[src/rtl/mdm_line_pkg.sv]
package mdm_line_pkg;
  localparam int NUM_LINES = 4;
  localparam int LINE_CTS = 0;
  localparam int LINE_DSR = 1;
  localparam int LINE_RI  = 2;
  localparam int LINE_DCD = 3;

  // Strobes and routed line values from control to datapath
  typedef struct packed {
    logic ctsN;
    logic dsrN;
    logic riN;
    logic dcdN;
    logic riIsOut;
    logic dcdIsOut;
    logic clrDelta;
  } lineStrobe_t;
endpackage

[src/rtl/mdm_line_ctrl.sv]
module mdm_line_ctrl
  import mdm_line_pkg::*;
#(
  parameter int FIFO_DEPTH = 16,
  parameter int CNT_W = $clog2(FIFO_DEPTH + 1)
) (
  input  logic             clk,
  input  logic             rstN,
  input  logic             cfgRts,
  input  logic             cfgDtr,
  input  logic             cfgRi,
  input  logic             cfgDcd,
  input  logic             cfgPinDirOut,
  input  logic             cfgLoop,
  input  logic             cfgAutoRts,
  input  logic             cfgAutoCts,
  input  logic             cfgBreak,
  input  logic             statusRd,
  input  logic [CNT_W-1:0] rxFillCnt,
  input  logic             shiftTxd,
  input  logic             txBusy,
  input  logic             ctsLvl,
  input  logic             rxdPin,
  input  logic             ctsNPin,
  input  logic             dsrNPin,
  input  logic             riNIn,
  input  logic             dcdNIn,
  output logic             txStartOk,
  output logic             rxdToShift,
  output logic             txdPin,
  output logic             rtsNPin,
  output logic             dtrNPin,
  output logic             riNOut,
  output logic             riOe,
  output logic             dcdNOut,
  output logic             dcdOe,
  output lineStrobe_t      strobes
);
  localparam logic [CNT_W-1:0] FULL_MARK = CNT_W'(FIFO_DEPTH);

  logic fifoFull;
  logic rtsNInt, dtrNInt, riNInt, dcdNInt;
  logic breakHeld, breakNow, txdInt;

  // Flow control: hold request-to-send off while the receive buffer is full
  assign fifoFull = (rxFillCnt >= FULL_MARK);
  assign rtsNInt  = !(cfgRts && !(cfgAutoRts && fifoFull));
  assign dtrNInt  = !cfgDtr;
  assign riNInt   = !cfgRi;
  assign dcdNInt  = !cfgDcd;

  // Break: immediate when idle, otherwise after the current character
  always_ff @(posedge clk or negedge rstN) begin
    if (!rstN) breakHeld <= 1'b0;
    else       breakHeld <= breakNow;
  end
  assign breakNow = cfgBreak && (breakHeld || !txBusy);
  assign txdInt   = breakNow ? 1'b0 : shiftTxd;

  // External pins, parked high during loopback
  assign txdPin  = cfgLoop ? 1'b1 : txdInt;
  assign rtsNPin = cfgLoop ? 1'b1 : rtsNInt;
  assign dtrNPin = cfgLoop ? 1'b1 : dtrNInt;
  assign riNOut  = cfgLoop ? 1'b1 : riNInt;
  assign dcdNOut = cfgLoop ? 1'b1 : dcdNInt;
  assign riOe    = cfgPinDirOut;
  assign dcdOe   = cfgPinDirOut;

  assign rxdToShift = cfgLoop ? txdInt : rxdPin;
  assign txStartOk  = !cfgAutoCts || ctsLvl;

  // Line routing toward the synchronizers
  always_comb begin
    strobes.ctsN     = cfgLoop ? rtsNInt : ctsNPin;
    strobes.dsrN     = cfgLoop ? dtrNInt : dsrNPin;
    strobes.riN      = cfgLoop ? riNInt  : (cfgPinDirOut ? 1'b1 : riNIn);
    strobes.dcdN     = cfgLoop ? dcdNInt : (cfgPinDirOut ? 1'b1 : dcdNIn);
    strobes.riIsOut  = cfgPinDirOut;
    strobes.dcdIsOut = cfgPinDirOut;
    strobes.clrDelta = statusRd;
  end

  AST_LOOP_QUIET: assert property (@(posedge clk) disable iff (!rstN)
    cfgLoop |-> (txdPin && rtsNPin && dtrNPin && riNOut && dcdNOut));
  AST_RTS_FULL: assert property (@(posedge clk) disable iff (!rstN)
    (cfgAutoRts && fifoFull && !cfgLoop) |-> rtsNPin);
  AST_BREAK_HOLD: assert property (@(posedge clk) disable iff (!rstN)
    breakNow |=> (!cfgBreak || !txdInt));
  AST_BREAK_IDLE: assert property (@(posedge clk) disable iff (!rstN)
    (cfgBreak && !txBusy) |-> !txdInt);
endmodule

[src/rtl/mdm_line_datapath.sv]
module mdm_line_datapath
  import mdm_line_pkg::*;
#(
  parameter int SYNC_STAGES = 2
) (
  input  logic        clk,
  input  logic        rstN,
  input  lineStrobe_t strobes,
  output logic        ctsLvl,
  output logic [7:0]  modemStatus,
  output logic        modemIrq
);
  logic [NUM_LINES-1:0] rawN, syncN, prevN, chg, rise, setVec, delta;

  assign rawN[LINE_CTS] = strobes.ctsN;
  assign rawN[LINE_DSR] = strobes.dsrN;
  assign rawN[LINE_RI]  = strobes.riN;
  assign rawN[LINE_DCD] = strobes.dcdN;

  for (genvar g = 0; g < NUM_LINES; g++) begin : g_sync
    logic [SYNC_STAGES-1:0] sh;
    always_ff @(posedge clk or negedge rstN) begin
      if (!rstN) sh <= '1;
      else       sh <= {sh[SYNC_STAGES-2:0], rawN[g]};
    end
    assign syncN[g] = sh[SYNC_STAGES-1];
  end

  always_ff @(posedge clk or negedge rstN) begin
    if (!rstN) prevN <= '1;
    else       prevN <= syncN;
  end

  assign chg  = syncN ^ prevN;
  assign rise = syncN & ~prevN;

  always_comb begin
    setVec           = chg;
    setVec[LINE_RI]  = rise[LINE_RI];
  end

  always_ff @(posedge clk or negedge rstN) begin
    if (!rstN) delta <= '0;
    else       delta <= (strobes.clrDelta ? '0 : delta) | setVec;
  end

  assign ctsLvl = !syncN[LINE_CTS];
  assign modemStatus = {
    !syncN[LINE_DCD] && !strobes.dcdIsOut,
    !syncN[LINE_RI]  && !strobes.riIsOut,
    !syncN[LINE_DSR],
    !syncN[LINE_CTS],
    delta
  };
  assign modemIrq = |delta;

  AST_DELTA_STICKY: assert property (@(posedge clk) disable iff (!rstN)
    (|delta && !strobes.clrDelta) |=> ((delta & $past(delta)) == $past(delta)));
  AST_READ_CLEARS: assert property (@(posedge clk) disable iff (!rstN)
    (strobes.clrDelta && setVec == '0) |=> (delta == '0));
  AST_TERI_RISE: assert property (@(posedge clk) disable iff (!rstN)
    $rose(delta[LINE_RI]) |-> $past(rise[LINE_RI]));
endmodule

[src/rtl/mdm_line_unit.sv]
module mdm_line_unit
  import mdm_line_pkg::*;
#(
  parameter int FIFO_DEPTH  = 16,
  parameter int SYNC_STAGES = 2,
  parameter int CNT_W       = $clog2(FIFO_DEPTH + 1)
) (
  input  logic             clk,
  input  logic             rstN,
  input  logic             cfgRts,
  input  logic             cfgDtr,
  input  logic             cfgRi,
  input  logic             cfgDcd,
  input  logic             cfgPinDirOut,
  input  logic             cfgLoop,
  input  logic             cfgAutoRts,
  input  logic             cfgAutoCts,
  input  logic             cfgBreak,
  input  logic             statusRd,
  input  logic [CNT_W-1:0] rxFillCnt,
  input  logic             shiftTxd,
  input  logic             txBusy,
  output logic             txStartOk,
  output logic             rxdToShift,
  output logic [7:0]       modemStatus,
  output logic             modemIrq,
  output logic             txdPin,
  input  logic             rxdPin,
  output logic             rtsNPin,
  output logic             dtrNPin,
  input  logic             ctsNPin,
  input  logic             dsrNPin,
  input  logic             riNIn,
  output logic             riNOut,
  output logic             riOe,
  input  logic             dcdNIn,
  output logic             dcdNOut,
  output logic             dcdOe
);
  lineStrobe_t strobes;
  logic        ctsLvl;

  mdm_line_ctrl #(.FIFO_DEPTH(FIFO_DEPTH), .CNT_W(CNT_W)) u_ctrl (
    .clk(clk), .rstN(rstN),
    .cfgRts(cfgRts), .cfgDtr(cfgDtr), .cfgRi(cfgRi), .cfgDcd(cfgDcd),
    .cfgPinDirOut(cfgPinDirOut), .cfgLoop(cfgLoop),
    .cfgAutoRts(cfgAutoRts), .cfgAutoCts(cfgAutoCts), .cfgBreak(cfgBreak),
    .statusRd(statusRd), .rxFillCnt(rxFillCnt),
    .shiftTxd(shiftTxd), .txBusy(txBusy), .ctsLvl(ctsLvl),
    .rxdPin(rxdPin), .ctsNPin(ctsNPin), .dsrNPin(dsrNPin),
    .riNIn(riNIn), .dcdNIn(dcdNIn),
    .txStartOk(txStartOk), .rxdToShift(rxdToShift), .txdPin(txdPin),
    .rtsNPin(rtsNPin), .dtrNPin(dtrNPin), .riNOut(riNOut), .riOe(riOe),
    .dcdNOut(dcdNOut), .dcdOe(dcdOe), .strobes(strobes)
  );

  mdm_line_datapath #(.SYNC_STAGES(SYNC_STAGES)) u_dp (
    .clk(clk), .rstN(rstN), .strobes(strobes), .ctsLvl(ctsLvl),
    .modemStatus(modemStatus), .modemIrq(modemIrq)
  );
endmodule

[config.mk]
export PLATFORM = sky130hd
export DESIGN_NAME = mdm_line_unit
export DESIGN_NICKNAME = d
export VERILOG_FILES = /design/src/rtl/mdm_line_pkg.sv /design/src/rtl/mdm_line_ctrl.sv /design/src/rtl/mdm_line_datapath.sv /design/src/rtl/mdm_line_unit.sv
export SDC_FILE = /design/constraint.sdc
export NUM_CORES = 1
export LEC_CHECK = 0
export CORE_UTILIZATION = 38
export CTS_CLUSTER_SIZE = 20
export DETAILED_ROUTE_END_ITERATION = 6
export GPL_ROUTABILITY_DRIVEN = 1
export GPL_TIMING_DRIVEN = 0
export PLACE_DENSITY = 0.79
export SKIP_LAST_GASP = 1
export SYNTH_ARGS = -nofsm -noshare
export SYNTH_HDL_FRONTEND = slang
export SYNTH_HIERARCHICAL = 1
export SYNTH_SLANG_ARGS = --single-unit
[constraint.sdc]
create_clock -name clk -period 1.7 [get_ports clk]
set_input_delay 0.34 -clock clk [delete_from_list [all_inputs] [get_ports clk]]
set_output_delay 0.34 -clock clk [all_outputs]
set_load 0.01 [all_outputs]
==> results.toml <==
[outcome]
outcome = "finished clean"

[timing]
rsz0062_at_grt = "false"
slew_headroom_pct = 53.4
worst_slew_pin_slew_ps = 697
setup_viol = 0
post-route-min-period_ps = 1630
clock_skew_ps = 4.41
max_freq_ghz = 0.615
slew_violations = 0
tns_ps = 0
finalCritPeriodShare_pct = 95.6
finalHoldViolCount = 0

[floorplan]
die_w_um = 44.8
rows = 15
die_y_um = 44.8
die-area_sq_mm = 0.00200
start_util_pct = 40.2
fp.coreArea_sq_mm = 0.00173
io_pins = 42

[critical_path]
reg2reg_slack_ps = 820
crit_chain = "clkdlybuf4s15_1, buf_4, clkdlybuf4s50_1"
slowest_stage = "clkdlybuf4s50_1"
arrival_ps = 1290
rr_endpoint = "u_dp/delta[0]"
crit_path_end_kind = "primary output"
cp_top_family = "buffers and inverters"
r2r_start = "u_dp/g_sync[0].sh[1]"
r2r_cells = 2
crit_type = "in2out"
cp-start-kind = "input pin"
crit_path_max_fanout = 6
path_buf_inv = 3
cp.required_ps = 1360
slowest_delay_ps = 520

[synthesis]
ys_seq_area_share_pct = 63.4
synth_area_sq_um = 694
async_reset_ff_share_pct = 100
synth_edf_count = 0
synth_top_flop_cell = "dfstp_2"
ys.warnings.count = 6
postSynthCellCount = 62
yosysMostFrequentCell = "dfstp_2"
synth.largest_area_cell = "dfstp_2"
synth_area_per_cell_sq_um = 11.2
yosysUniqueCellTypes = 19
synthTopCellsByCount = "12 x dfstp_2, 7 x inv_1, 6 x buf_4, 5 x dfrtp_1"
synth.area.top_cells = "dfstp_2 45%, dfrtp_1 18%, buf_4 6.5%, inv_1 3.8%, xnor2_1 3.8%"
ys_ff_latch = 17
synth_nets = 86
netlist.area_leader.share_pct = 45.4

[global_routing]
grt.total_usage_pct = 15.5
antenna_found_initial = 0
grt_first_pass_wirelength_um = 2120
overflow = 0
grt_max_degree = 18
grt_pass1_vias = 530

[power]
swShare_pct = 23.5
ir_drop_mv = 0.457
p_total_mw = 0.873
power.leakage_nw = 0.513
comb_power_share_pct = 22.6
pwr-share-clk_pct = 22.8
internal_power_mw = 0.668
p_seq_share_pct = 54.6
power_switching_mw = 0.205
powerDensity_mw_per_mm2 = 782

[job]
max-cap-violations = 0

[clock_network]
cts_buffer_depth = 2
clkLatencyLatePin_ps = 280
htreeDepth = 1
cts_root_buf = "clkbuf_4"
clk_pin_slew_ps = 90
numClockSinks = 17
cts_tree = "built"
cts-buffers-inserted = 3

[route]
wl_um = 1250
detail_route.vias_per_cell = 4.44
drt_iter0_markers = 2
drcViolationCount = 0
wl_per_cell_um = 9.67
drt.antenna.violating_nets = 0
vias = 573
dr.pass1.iters = 4

[placed_design]
io_buffers = 36
placed_area_sq_mm = 0.00109
dp_hpwl_um = 1000
gp_congestion = 0.691
dp.cells = 123

[worst_hold_path]
hp-class = "in2reg"
min_from = "statusRd"
holdPathStages = 2
holdPathEnd = "u_dp/delta[3]"

[layout]
num-nets-final = 129
design_area_sq_mm = 0.00112
fillCellCount = 148
num_antenna_cells = 0
fin_cells = 129
drive_above_1_share_pct = 26.0
area_delta_synth_final_pct = 60.9
[cell families (layout without fill, tap and decap cells)]
kind of cell	count (synthesis)	after routing	share of synthesized area, %
AO/OA/AOI/OAI	10	10	7.93
XOR/XNOR	3	3	3.78
buffers and inverters	15	57	12.4
flip-flops	17	17	63.4
multiplexers	1	1	1.44
AND/OR/NAND/NOR	16	16	11.0
[worst reg2reg max path, stage by stage (launching register included)]
cell and delay (ps):
dfstp_2 560, xnor2_1 110, o21ai_0 90
[cell usage in the layout, fill, tap and decap left out, drive strengths merged]
master / n
buf: 10
dlygate4sd2: 6
clkdlybuf4s50: 22
a31oi: 3
a21oi: 2
o21ai: 4
nand4: 1
nor3: 2
dlymetal6s2s: 3
inv: 8
o22ai: 1
nand2b: 3
clkbuf: 5
nand2: 4
clkdlybuf4s15: 3
dfrtp: 5
mux2i: 1
nor2: 4
and2: 1
dfstp: 12
nand3: 1
xnor2: 3
[routing by layer]
metal	GRT usage, %	up-vias	share of wire (%)
li1	-	279	-
met3	5.60	4	10
met2	24.4	34	49
met4	9.09	0	2.5
met1	18.3	256	38
met5	0	-	0
[registers in the layout (all words and copies together), names as in the netlist]
| signal | cells |
|---|---|
| u_dp/delta | 4 |
| u_dp/prevN | 4 |
| u_ctrl/breakHeld | 1 |
| u_dp/g_sync.sh | 8 |
[cell type report]
type                       count  area (sq um)  share of cell area (%)
tap                           25          31.3                    2.80
clock buffer                   4          26.3                    2.35
sequential                    17           440                    39.4
multi-input combinational     30           168                    15.0
timing repair buffer          38           363                    32.5
buffer                         7          56.3                    5.04
inverter                       8          32.5                    2.91
[stage by stage]
stage,hold WS [ps],util (%),worst slack (ps)
finish,270,64.7,74.8
floorplan,44.4,-,563
global placement,346,62.9,-372
detailed placement,348,62.9,-394
global route,265,64.7,3.02
CTS,265,63.6,-136
[worst max-delay path by stage]
stage                               from          to  slack (ps)  cells after the start
floorplan                        cfgLoop  rxdToShift         560                      3
global placement                 cfgLoop  rxdToShift        -370                      5
detailed placement               cfgLoop  rxdToShift        -390                      5
CTS                              cfgLoop  rxdToShift        -140                      5
global route        u_dp/g_sync[0].sh[1]   txStartOk           3                      3
finish                      cfgPinDirOut       dcdOe          70                      3
[timing repair]
| action | CTS | global route |
|---|---|---|
| endpoints found under the setup margin | 12 | 10 |
| setup buffers | 0 | 1 |
| resized for setup | 16 | 7 |
| gates cloned | 0 | 1 |
| hold buffers | 0 | 0 |
[power by group through the flow]
stage / logic (mW) / clock network [mW] / registers [mW]
2_1_floorplan: 0.0721 / 0 / 0.488
3_3_place_gp: 0.206 / 0 / 0.482
3_5_place_dp: 0.209 / 0 / 0.485
4_1_cts: 0.198 / 0.208 / 0.478
5_1_grt: 0.218 / 0.231 / 0.483
6_report: 0.197 / 0.199 / 0.477
No activity file was read; power rests on OpenSTA's default activity.
